## src/rtl/rxs_pkg.sv

```systemverilog
package rxs_pkg;

  typedef enum logic [2:0] {
    ST_IDLE,
    ST_READ,
    ST_CLEAR,
    ST_POLL,
    ST_HOLD
  } scan_st_t;

  typedef enum logic [1:0] {
    EC_PASS,      // not a start, host owned: leave it
    EC_RECLAIM,   // not a start, controller owned: clear ownership
    EC_WAIT,      // start, host owned: poll it
    EC_TAKE       // start, controller owned: done
  } entry_class_t;

  function automatic entry_class_t classify(input logic own,
                                            input logic sop,
                                            input logic la_mode);
    logic is_start;
    is_start = sop | ~la_mode;
    if (is_start) return own ? EC_TAKE : EC_WAIT;
    else          return own ? EC_RECLAIM : EC_PASS;
  endfunction

endpackage

```

## src/rtl/rxs_ring_wrap.sv

```systemverilog
module rxs_ring_wrap #(
  parameter int IDX_W = 7,
  parameter int LEN_W = IDX_W + 1
) (
  input  logic [IDX_W-1:0] idx,
  input  logic [LEN_W-1:0] ring_len,
  output logic [IDX_W-1:0] idx_next
);
  logic [LEN_W-1:0] inc;

  always_comb begin
    inc = LEN_W'(idx) + LEN_W'(1);
    idx_next = (inc >= ring_len) ? '0 : inc[IDX_W-1:0];
  end
endmodule

```

## src/rtl/rxs_poll_timer.sv

```systemverilog
module rxs_poll_timer #(
  parameter int POLL_W = 16
) (
  input  logic              clk,
  input  logic              rst_n,
  input  logic              load,
  input  logic [POLL_W-1:0] interval,
  output logic              busy,
  output logic              expired
);
  logic [POLL_W-1:0] cnt;

  always_ff @(posedge clk) begin
    if (!rst_n) begin
      cnt  <= '0;
      busy <= 1'b0;
    end else if (load) begin
      cnt  <= interval;
      busy <= 1'b1;
    end else if (busy) begin
      if (cnt == '0) busy <= 1'b0;
      else           cnt  <= cnt - 1'b1;
    end
  end

  assign expired = busy && (cnt == '0);

  // the wait shrinks by one every cycle until it runs out
  assert_count_down_R5: assert property (@(posedge clk) disable iff (!rst_n)
    (busy && cnt != '0 && !load) |=> (busy && cnt == $past(cnt) - 1'b1));
endmodule

```

## src/rtl/rxs_scan_ctrl.sv

```systemverilog
module rxs_scan_ctrl
  import rxs_pkg::*;
#(
  parameter int IDX_W = 7,
  parameter int LEN_W = IDX_W + 1,
  parameter int BUF_W = 32
) (
  input  logic             clk,
  input  logic             rst_n,
  input  logic             lookahead_en,
  input  logic             pkt_done,
  input  logic [IDX_W-1:0] start_idx,
  input  logic [LEN_W-1:0] ring_len,
  input  logic [IDX_W-1:0] step_idx,
  input  logic             mem_ack,
  input  logic             rd_own,
  input  logic             rd_sop,
  input  logic [BUF_W-1:0] rd_buf,
  input  logic             timer_expired,
  output logic [IDX_W-1:0] cur_idx,
  output logic             timer_load,
  output logic             mem_req,
  output logic             mem_we,
  output logic [IDX_W-1:0] next_idx,
  output logic [BUF_W-1:0] next_buf,
  output logic             next_ready
);
  scan_st_t         st;
  entry_class_t     cls;
  logic             la_mode;
  logic             fallback;
  logic [IDX_W-1:0] origin;
  logic [LEN_W-1:0] lap_cnt;
  logic             lap_end;
  logic             advance;
  logic             rd_done;

  always_comb begin
    cls     = classify(rd_own, rd_sop, la_mode);
    rd_done = (st == ST_READ) && mem_ack;
    lap_end = (LEN_W'(lap_cnt + 1'b1) >= ring_len);
    advance = (rd_done && !fallback && cls == EC_PASS) ||
              ((st == ST_CLEAR) && mem_ack);
    timer_load = (rd_done && (fallback ? (cls != EC_TAKE) : (cls == EC_WAIT))) ||
                 (advance && lap_end);
    mem_req = (st == ST_READ) || (st == ST_CLEAR);
    mem_we  = (st == ST_CLEAR);
  end

  always_ff @(posedge clk) begin
    if (!rst_n) begin
      st         <= ST_IDLE;
      la_mode    <= 1'b0;
      fallback   <= 1'b0;
      origin     <= '0;
      cur_idx    <= '0;
      lap_cnt    <= '0;
      next_idx   <= '0;
      next_buf   <= '0;
      next_ready <= 1'b0;
    end else begin
      unique case (st)
        ST_IDLE, ST_HOLD: begin
          if (pkt_done) begin
            cur_idx    <= start_idx;
            origin     <= start_idx;
            lap_cnt    <= '0;
            la_mode    <= lookahead_en;
            fallback   <= 1'b0;
            next_ready <= 1'b0;
            st         <= ST_READ;
          end
        end
        ST_READ: begin
          if (mem_ack) begin
            if (cls == EC_TAKE) begin
              next_idx   <= cur_idx;
              next_buf   <= rd_buf;
              next_ready <= 1'b1;
              st         <= ST_HOLD;
            end else if (fallback || cls == EC_WAIT) begin
              st <= ST_POLL;
            end else if (cls == EC_RECLAIM) begin
              st <= ST_CLEAR;
            end
          end
        end
        ST_CLEAR: ;
        ST_POLL: begin
          if (timer_expired) st <= ST_READ;
        end
        default: st <= ST_IDLE;
      endcase

      if (advance) begin
        if (lap_end) begin
          cur_idx  <= origin;
          fallback <= 1'b1;
          st       <= ST_POLL;
        end else begin
          cur_idx <= step_idx;
          lap_cnt <= lap_cnt + 1'b1;
          st      <= ST_READ;
        end
      end
    end
  end

  // an access is held until acknowledged
  assert_req_held_R9: assert property (@(posedge clk) disable iff (!rst_n)
    (mem_req && !mem_ack) |=> (mem_req && $stable(mem_we) && $stable(cur_idx)));
  // a latched result keeps the memory port quiet
  assert_quiet_when_ready_R6: assert property (@(posedge clk) disable iff (!rst_n)
    next_ready |-> !mem_req);
  // a clear follows the read of the same entry
  assert_clear_after_read_R3: assert property (@(posedge clk) disable iff (!rst_n)
    $rose(mem_we) |-> ($past(mem_ack) && $stable(cur_idx)));
  // without look-ahead no ownership is ever cleared
  assert_no_clear_direct_R7: assert property (@(posedge clk) disable iff (!rst_n)
    mem_we |-> la_mode);
endmodule

```

## src/rtl/rx_sop_scanner.sv

```systemverilog
module rx_sop_scanner #(
  parameter int IDX_W      = 7,
  parameter int ADDR_W     = 32,
  parameter int BUF_W      = 32,
  parameter int POLL_W     = 16,
  parameter int DESC_BYTES = 16,
  parameter int LEN_W      = IDX_W + 1
) (
  input  logic              clk,
  input  logic              rst_n,
  input  logic [ADDR_W-1:0] ring_base,
  input  logic [LEN_W-1:0]  ring_len,
  input  logic              lookahead_en,
  input  logic [POLL_W-1:0] poll_interval,
  input  logic              pkt_done,
  input  logic [IDX_W-1:0]  last_idx,
  output logic              mem_req,
  output logic              mem_we,
  output logic [ADDR_W-1:0] mem_addr,
  input  logic              mem_ack,
  input  logic              mem_rd_own,
  input  logic              mem_rd_sop,
  input  logic [BUF_W-1:0]  mem_rd_buf,
  output logic [IDX_W-1:0]  next_idx,
  output logic [BUF_W-1:0]  next_buf,
  output logic              next_ready
);
  localparam int DESC_SHIFT = $clog2(DESC_BYTES);

  logic [IDX_W-1:0] start_idx;
  logic [IDX_W-1:0] step_idx;
  logic [IDX_W-1:0] cur_idx;
  logic             timer_load;
  logic             timer_busy;
  logic             timer_expired;

  rxs_ring_wrap #(.IDX_W(IDX_W), .LEN_W(LEN_W)) i_start_wrap (
    .idx(last_idx), .ring_len(ring_len), .idx_next(start_idx)
  );

  rxs_ring_wrap #(.IDX_W(IDX_W), .LEN_W(LEN_W)) i_step_wrap (
    .idx(cur_idx), .ring_len(ring_len), .idx_next(step_idx)
  );

  rxs_poll_timer #(.POLL_W(POLL_W)) i_poll_timer (
    .clk(clk), .rst_n(rst_n), .load(timer_load), .interval(poll_interval),
    .busy(timer_busy), .expired(timer_expired)
  );

  rxs_scan_ctrl #(.IDX_W(IDX_W), .LEN_W(LEN_W), .BUF_W(BUF_W)) i_scan_ctrl (
    .clk(clk), .rst_n(rst_n), .lookahead_en(lookahead_en), .pkt_done(pkt_done),
    .start_idx(start_idx), .ring_len(ring_len), .step_idx(step_idx),
    .mem_ack(mem_ack), .rd_own(mem_rd_own), .rd_sop(mem_rd_sop), .rd_buf(mem_rd_buf),
    .timer_expired(timer_expired), .cur_idx(cur_idx), .timer_load(timer_load),
    .mem_req(mem_req), .mem_we(mem_we), .next_idx(next_idx), .next_buf(next_buf),
    .next_ready(next_ready)
  );

  assign mem_addr = ring_base + (ADDR_W'(cur_idx) << DESC_SHIFT);

  // no access while the poll wait runs
  assert_poll_silent_R5: assert property (@(posedge clk) disable iff (!rst_n)
    timer_busy |-> !mem_req);
  // accesses stay inside the ring
  assert_idx_in_ring_R10: assert property (@(posedge clk) disable iff (!rst_n)
    mem_req |-> (LEN_W'(cur_idx) < ring_len));
endmodule

```

## config.mk

```make
export PLATFORM = sky130hd
export DESIGN_NAME = rx_sop_scanner
export DESIGN_NICKNAME = d
export VERILOG_FILES = /design/src/rtl/rxs_pkg.sv /design/src/rtl/rxs_ring_wrap.sv /design/src/rtl/rxs_poll_timer.sv /design/src/rtl/rxs_scan_ctrl.sv /design/src/rtl/rx_sop_scanner.sv
export SDC_FILE = /design/constraint.sdc
export NUM_CORES = 1
export LEC_CHECK = 0
export CAP_MARGIN = 10
export CORE_MARGIN = 3
export CORE_UTILIZATION = 60
export CTS_BUF_LIST = sky130_fd_sc_hd__clkbuf_8
export DETAILED_ROUTE_END_ITERATION = 12
export DONT_BUFFER_PORTS = 1
export GPL_TIMING_DRIVEN = 0
export PLACE_DENSITY_LB_ADDON = 0.15
export SETUP_SLACK_MARGIN = 0.1
export SYNTH_ARGS = -nofsm -noshare
export SYNTH_HDL_FRONTEND = slang
export SYNTH_SLANG_ARGS = --single-unit
```

## constraint.sdc

```tcl
create_clock -name clk -period 3.96 [get_ports clk]
set_clock_uncertainty 0.2 [all_clocks]
set_input_delay 0.396 -clock clk [delete_from_list [all_inputs] [get_ports clk]]
set_output_delay 0.396 -clock clk [all_outputs]
set_load 0.01 [all_outputs]
```

# After elaboration in Yosys (flattened, before gate mapping)
# Cells that the tools add are included.
totals:
  elab_cells: 101
  reg_bits: 84
  out_inout_bits: 74
  in_bits: 102
classes:
  bitwise_logic: 2
  n_eq_ne: 17
  magnitude_cmp: 3
  muxes: 37
  add_sub_neg: 5
  reduce_logical: 26
op_table:
  columns: ["op", "n"]
  rows:
  - ["16-bit two-way mux", 3]
  - ["7-bit two-way mux", 6]
  - ["32-bit by 11-bit adder with 32-bit output", 1]
  - ["8-bit two-way mux", 4]
  - ["8-bit greater-or-equal comparator", 3]
  - ["3-bit two-way mux", 7]
  - ["7-bit by 1-bit adder with 8-bit output, second input constant", 2]
  - ["16-bit logical NOT", 1]
  - ["16-bit by 1-bit subtractor with 16-bit output, second input constant", 1]
  - ["1-bit two-way mux", 13]
  - ["3-bit case mux with 4 select lines", 1]
  - ["3-bit by 2-bit inequality test with 1-bit output, second input constant", 3]
  - ["8-bit by 1-bit adder with 8-bit output, second input constant", 1]
  - ["2-bit inequality test, second input constant", 4]
  - ["2-bit nonzero test", 4]
  - ["1-bit logical AND", 7]
  - ["3-bit by 2-bit == test with 1-bit output, second input constant", 2]
  - ["2-bit AND reduction", 3]
  - ["5-bit by 4-bit inequality test with 1-bit output, second input constant", 1]
  - ["5-bit AND reduction", 1]
  - ["2-bit == test, second input constant", 2]
  - ["1-bit logical OR", 4]
  - ["2-bit two-way mux", 2]
  - ["2-bit by 1-bit inequality test with 1-bit output, second input constant", 2]
  - ["other kinds (12)", 12]

# Longest topological paths before layout
logic_depth:
  depth_word: 10
  ltp_mapped: 12
  mapped_depth_nobuf: 11

# Modules after synthesis
# A second synthesis with hierarchy kept.
hier_totals:
  hier_cells: 695
  hier_area_um2: 5575.3
modules_own_cells:
  columns: ["module", "cells_each", "area_per_inst_um2", "n_inst", "seq_area_each_um2"]
  rows:
  - ["rxs_scan_ctrl", 365, 2951.6, 1, 1341.3]
  - ["rxs_poll_timer", 136, 1096.1, 1, 340.3]
  - ["rx_sop_scanner", 104, 789.5, 1, 0.0]
  - ["rxs_ring_wrap", 45, 369.1, 2, 0.0]

# Worst setup path before layout
# No wires, ideal clock.
synth_timing:
  path_kind: "reg-to-reg"
  start: "register i_scan_ctrl.lap_cnt[0]"
  end: "register i_poll_timer.cnt[0]"
  n_path_buf: 1
  stages_incl_launch_ff: 13
  period_less_slack_ns: 2.966
  required_ns: 3.674
  arrival_ns: 2.681
  setup_ns: 0.086
  slack_ns: 0.994
  cell_sequence: "dfxtp_1 -> ha_1 -> nand3_1 -> nor2_1 -> xor2_1 -> ha_1 -> a21o_1 -> a21oi_1 -> nand2_1 -> o21ai_1 -> clkbuf_1 -> nor2_1 -> a211oi_1"
synth_via:
  elab_chain_cells: 6
  word_cells_on_any_way: 8
  classes_between: "add/sub: 1; order compare: 1; eq/ne: 1; mux: 1; reduce/logical: 4"
synth_lines:
  columns: ["element", "line", "text"]
  rows:
  - ["start: declaration", "rxs_scan_ctrl.sv:33", "logic [LEN_W-1:0] lap_cnt;"]
  - ["start signal: assignment", "rxs_scan_ctrl.sv:102", "lap_cnt <= lap_cnt + 1'b1;"]
  - ["8-bit by 1-bit adder with 8-bit output *", "rxs_scan_ctrl.sv:41", "lap_end = (LEN_W'(lap_cnt + 1'b1) >= ring_len);"]
  - ["8-bit greater-or-equal comparator *", "rxs_scan_ctrl.sv:41", null]
  - ["1-bit logical AND *", "rxs_scan_ctrl.sv:45", "(advance && lap_end);"]
  - ["1-bit logical OR *", "rxs_scan_ctrl.sv:44", "timer_load = (rd_done && (fallback ? (cls != EC_TAKE) : (cls == EC_WAIT))) ||"]
  - ["2-bit by 1-bit inequality test with 1-bit output (no source line) or 2-bit nonzero test (tied branches)", null, null]
  - ["2-bit AND reduction (no source line)", null, null]
  - ["end signal: assignment", "rxs_poll_timer.sv:18", "cnt <= interval;"]
  - ["end signal: assignment", "rxs_poll_timer.sv:22", "else cnt <= cnt - 1'b1;"]
  - ["end: declaration", "rxs_poll_timer.sv:11", "logic [POLL_W-1:0] cnt;"]
# Every way passes the cells marked *; elsewhere a longest branch is shown, timed or not.
# A chain may end at the register's enable or synchronous reset.

# Worst setup path after layout
layout_timing:
  start: "register i_scan_ctrl.cur_idx[0]"
  end: "output mem_addr[24]"
layout_via:
  elab_chain_cells: 1
layout_lines:
  columns: ["element", "line", "text"]
  rows:
  - ["start: declaration", "rxs_scan_ctrl.sv:20", "output logic [IDX_W-1:0] cur_idx,"]
  - ["start signal: assignment", "rxs_scan_ctrl.sv:65", "cur_idx <= start_idx;"]
  - ["start signal: assignment", "rxs_scan_ctrl.sv:97", "cur_idx <= origin;"]
  - ["start signal: assignment", "rxs_scan_ctrl.sv:101", "cur_idx <= step_idx;"]
  - ["32-bit by 11-bit adder with 32-bit output", "rx_sop_scanner.sv:59", "assign mem_addr = ring_base + (ADDR_W'(cur_idx) << DESC_SHIFT);"]
  - ["end: declaration", "rx_sop_scanner.sv:19", "output logic [ADDR_W-1:0] mem_addr,"]
# Every way passes these cells.

==> impl_summary.md <==
Clock network
The clock latency reported for the late side of the worst-skew pair is 370 ps. The deepest clock path buffer count is 2. The number of levels in the clock H-tree is 3.

The clock-pin slew on the worst setup and hold paths is ~90 ps. The cell at the root of the clock tree is sky130_fd_sc_hd__clkbuf_8. The number of clock sinks is 84. The CTS buffer count is 9. TritonCTS built the clock tree.

Cells and area
The fraction of layout instances using a drive strength above 1 is 0.05153. The relative area change from synthesis to final layout is 13.16%. The sequential cells in the finished layout cover a total of between 1500 and 2000 sq um. After routing the design area is 5841 sq um. The footprint of the multi-input gates is 3253 sq um. The number of antenna diodes in the final layout is 0. The net count of the finished layout is 851. Fill cells in the final layout number 678.

Synth
The count of distinct cell types in the synthesized netlist is slightly above 60. In the synthesized netlist the async set-or-reset flop fraction comes to 0. The cell area after technology mapping is between 5000 and 6000 sq um. The cell taking the most area after synthesis is sky130_fd_sc_hd__dfxtp_1. The fraction of the yosys area taken by sequential cells is 0.3258. The synthesized netlist cell count is between 600 and 700.

The synthesis-stage register bit count is 84. Of the post-synthesis cell area, the dominant cell type holds 0.3258. Sorting the synthesized cells by area gives the leading types as sky130_fd_sc_hd__dfxtp_1, sky130_fd_sc_hd__nand2_1, sky130_fd_sc_hd__ha_1. The mean cell area of the mapped netlist is 7.738 sq um.

The number of enable flip-flop cells after synthesis is 0. The total number of yosys warnings is 0. The most used flip-flop cell after synthesis is sky130_fd_sc_hd__dfxtp_1.

The number of nets produced by synthesis is 805.

Timing
After routing, the total negative slack on setup checks comes to 0 ps. For this run, the top clock speed supported by timing is 0.2727 GHz. For the pin with the worst max-slew slack, the measured transition is 711.6 ps. The final number of hold-violating endpoints was 0. The total count of max-transition violations in the final report came to 0. Setup violations remaining at the end of the flow were counted as 0.

Setup repair after global routing could not meet its margin everywhere. The smallest clock period supported by the final layout is computed as 3667 ps. Headroom to the max-slew limit came out at 0.5246. The final worst-path cycle share is 0.9261.

Global route
The first global-routing pass estimated between 20 and 25 mm of wire. Summed over all layers, the global routing overflow is 0. The initial antenna violation count is 0. The global router's overall resource usage is 0.2813.

Entering global routing, the biggest net connects 18 pins. The number of global-route vias before repair came to 4,643.

Worst setup path
The maximum net fanout on the critical path is 9. The startpoint type of the worst setup path is a register. On the critical path, the stage with the largest delay is an instance of sky130_fd_sc_hd__dfxtp_1. Walking the worst path, the cells encountered are ha_1 -> inv_1 -> fa_1 -> nor2b_1 -> o21ai_0 -> a21oi_1 -> o21bai_1 -> nor3_1 -> xor2_1. Data arrives at the worst endpoint at between 3000 and 4000 ps. The kind of critical path is reg2out.

The worst reg2reg path startpoint is i_scan_ctrl.lap_cnt[0]$_SDFF_PN0_. Tracing the worst setup path back leads to its startpoint at i_scan_ctrl.cur_idx[0]$_SDFFE_PN0P_. The type of element capturing the critical path is an output pin. The critical path's largest stage delay is around 530 ps.

For the worst setup path, the data required time is 3360 ps.

Place
The number of I/O port buffers is 0. The HPWL after detailed placement is 10.74 mm. Routability-driven placement finished with a final weighted congestion of about 0.91. The post-placement cell area is around 5300 sq um.

Die
The floorplan step set the die width to 98.75 um. From bottom edge to top edge, the die measures 98.75 um. During I/O placement, the number of pins put on the boundary was 176. The die area is 9751 sq um. The placement row count is 33. After floorplanning, the core was sized to cover 8299 sq um. The starting density of the core is 0.6219.

Status
The flow ran to the end, and the final reports show no timing, DRC or antenna violations.

Routing
The first-pass detailed-route iteration total is 5. The detail route stage leaves a number of antenna-violating nets equal to 0. The DRC violation count after routing is 0. In the final routed layout, each cell accounts on average for 17.42 um. Dividing the detail-routed via count by the number of cells gives 6.070.

In this run, the number of DRC markers left after iteration 0 of detailed routing was approximately 270. Detailed routing inserted a total of 4,996 vias. The wire length after detailed routing is 14.34 mm.

Min path
The origin of the worst min-delay path is poll_interval[8]. The type of the worst min-delay path is in2reg.

Power
The leakage power is 0.002350 uW. IR analysis of the VDD net gives a maximum drop of ~0.28 mV. The cell area power density is 370.2 nW/um^2.

Job
Max-cap violations in this run came to 0.
==> metrics by stage <==
step | setup slack, ps | cells | hold slack [ps] | utilization | power [uW]
after CTS | 118.3 | 823 | 0.3186 | 0.7032 | 2161
after global placement | 327.4 | 772 | 242.6 | 0.6377 | 1528
after floorplan | 993.6 | 667 | 236.5 | - | 1421
after global routing | 97.99 | 823 | 9.322 | 0.7038 | 2277
after detailed placement | 154.8 | 772 | 246.8 | 0.6377 | 1555
final | 292.6 | 823 | 3.169 | 0.7038 | 2162
==> where the power goes <==
part           total (uW)  leakage (uW)  internal (uW)  switching (uW)
clock network         588     0.0000915            244             344
logic                 599       0.00158            240             359
registers             975      0.000680            900            75.5
total                2160       0.00235           1380             779
==> cells in the mapped netlist, types with 7 or more instances <==
master and count:
sky130_fd_sc_hd__a211oi_1 15, sky130_fd_sc_hd__nand4_1 8, sky130_fd_sc_hd__nor2_1 51, sky130_fd_sc_hd__a22oi_1 7
sky130_fd_sc_hd__xnor2_1 30, sky130_fd_sc_hd__and3_1 13, sky130_fd_sc_hd__a21oi_1 74, sky130_fd_sc_hd__nor4_1 7
sky130_fd_sc_hd__nand2b_1 7, sky130_fd_sc_hd__a21o_1 9, sky130_fd_sc_hd__clkbuf_1 24, sky130_fd_sc_hd__nand2_1 120
sky130_fd_sc_hd__xor2_1 20, sky130_fd_sc_hd__nor3_1 13, sky130_fd_sc_hd__dfxtp_1 84, sky130_fd_sc_hd__o21ai_0 17
sky130_fd_sc_hd__inv_1 24, sky130_fd_sc_hd__ha_1 35, sky130_fd_sc_hd__nand3_1 29, sky130_fd_sc_hd__nor2b_1 8
==> layer usage <==
| layer | part of all wire | vias to the layer above | track usage |
|---|---|---|---|
| li1 | - | 2432 | - |
| met1 | 0.40 | 2361 | 0.3280 |
| met2 | 0.51 | 174 | 0.4990 |
| met3 | 0.072 | 29 | 0.08422 |
| met4 | 0.021 | 0 | 0.07773 |
| met5 | 0 | - | 0 |
==> cell type report <==
cell class,instances,share of cell area
Timing Repair Buffer,35,0.05998
Clock buffer,9,0.02121
Inverter,24,0.01542
Clock inverter,7,0.01178
Buffer,31,0.02421
Tap cell,105,0.02249
Sequential cell,84,0.2879
Multi-Input combinational cell,528,0.5570
==> sequential cells by signal (all words and copies together) (netlist names), 3 cells and up <==
signal,flops
i_scan_ctrl.cur_idx,7
i_scan_ctrl.next_idx,7
i_scan_ctrl.st,3
i_scan_ctrl.origin,7
i_scan_ctrl.lap_cnt,8
i_scan_ctrl.next_buf,32
i_poll_timer.cnt,16
==> critical path, delay by kind of cell, from the launching register on <==
family | cells | cell delay, ps
xor gates and xnor gates | 1 | 300
DFF | 1 | 530
buffers and inverters | 1 | 70
AOI/OAI and AO/OA | 3 | 770
adders and majority gates | 2 | 650
and+or+nand+nor | 2 | 400
==> layout by cell type (no fill, tap or decap), types with 7 or more instances in the layout <==
cell,n
sky130_fd_sc_hd__nand2b_1,7
sky130_fd_sc_hd__dlygate4sd3_1,35
sky130_fd_sc_hd__a22oi_1,7
sky130_fd_sc_hd__ha_1,35
sky130_fd_sc_hd__xnor2_1,30
sky130_fd_sc_hd__nor2b_1,8
sky130_fd_sc_hd__a21oi_1,73
sky130_fd_sc_hd__nand2_1,120
sky130_fd_sc_hd__nand4_1,8
sky130_fd_sc_hd__o21ai_0,17
sky130_fd_sc_hd__nand3_1,29
sky130_fd_sc_hd__nor4_1,7
sky130_fd_sc_hd__inv_1,24
sky130_fd_sc_hd__a211oi_1,15
sky130_fd_sc_hd__nor3_1,13
sky130_fd_sc_hd__clkbuf_1,22
sky130_fd_sc_hd__nor2_1,51
sky130_fd_sc_hd__xor2_1,20
sky130_fd_sc_hd__clkbuf_8,9
sky130_fd_sc_hd__dfxtp_1,84
sky130_fd_sc_hd__and3_1,13
sky130_fd_sc_hd__a21o_1,9
==> cells by family (layout without fill, tap and decap cells) <==
kind of cell,Yosys count,after routing,synth area share
flops,84,84,0.3258
fa+ha+maj,36,36,0.08873
xor+xnor,50,50,0.08485
compound gates,156,156,0.1918
simple gates,281,281,0.2545
mux,5,5,0.009697
buf+inv,55,106,0.04461
==> worst paths after layout <==
| check | endpoint | slack (ps) | depth (start not counted) |
|---|---|---|---|
| worst max register to register | i_poll_timer.cnt[5]$_SDFFE_PN0P_ | 350 | 12 |
| worst min-delay path | i_poll_timer.cnt[8]$_SDFFE_PN0P_ | 3 | 2 |
| worst max-delay path | mem_addr[24] | 290 | 9 |
| worst min register to register | i_scan_ctrl.origin[5]$_SDFFE_PN0P_ | 260 | 2 |
==> repair_timing <==
action / CTS / global route
hold endpoints to repair: 35 / 0
hold buffers: 35 / 0
endpoints found under the setup margin: 0 / 16
resized for setup: 0 / 4
buffers inserted: 0 / 0
Note: power is estimated with default switching activity, not from simulation.
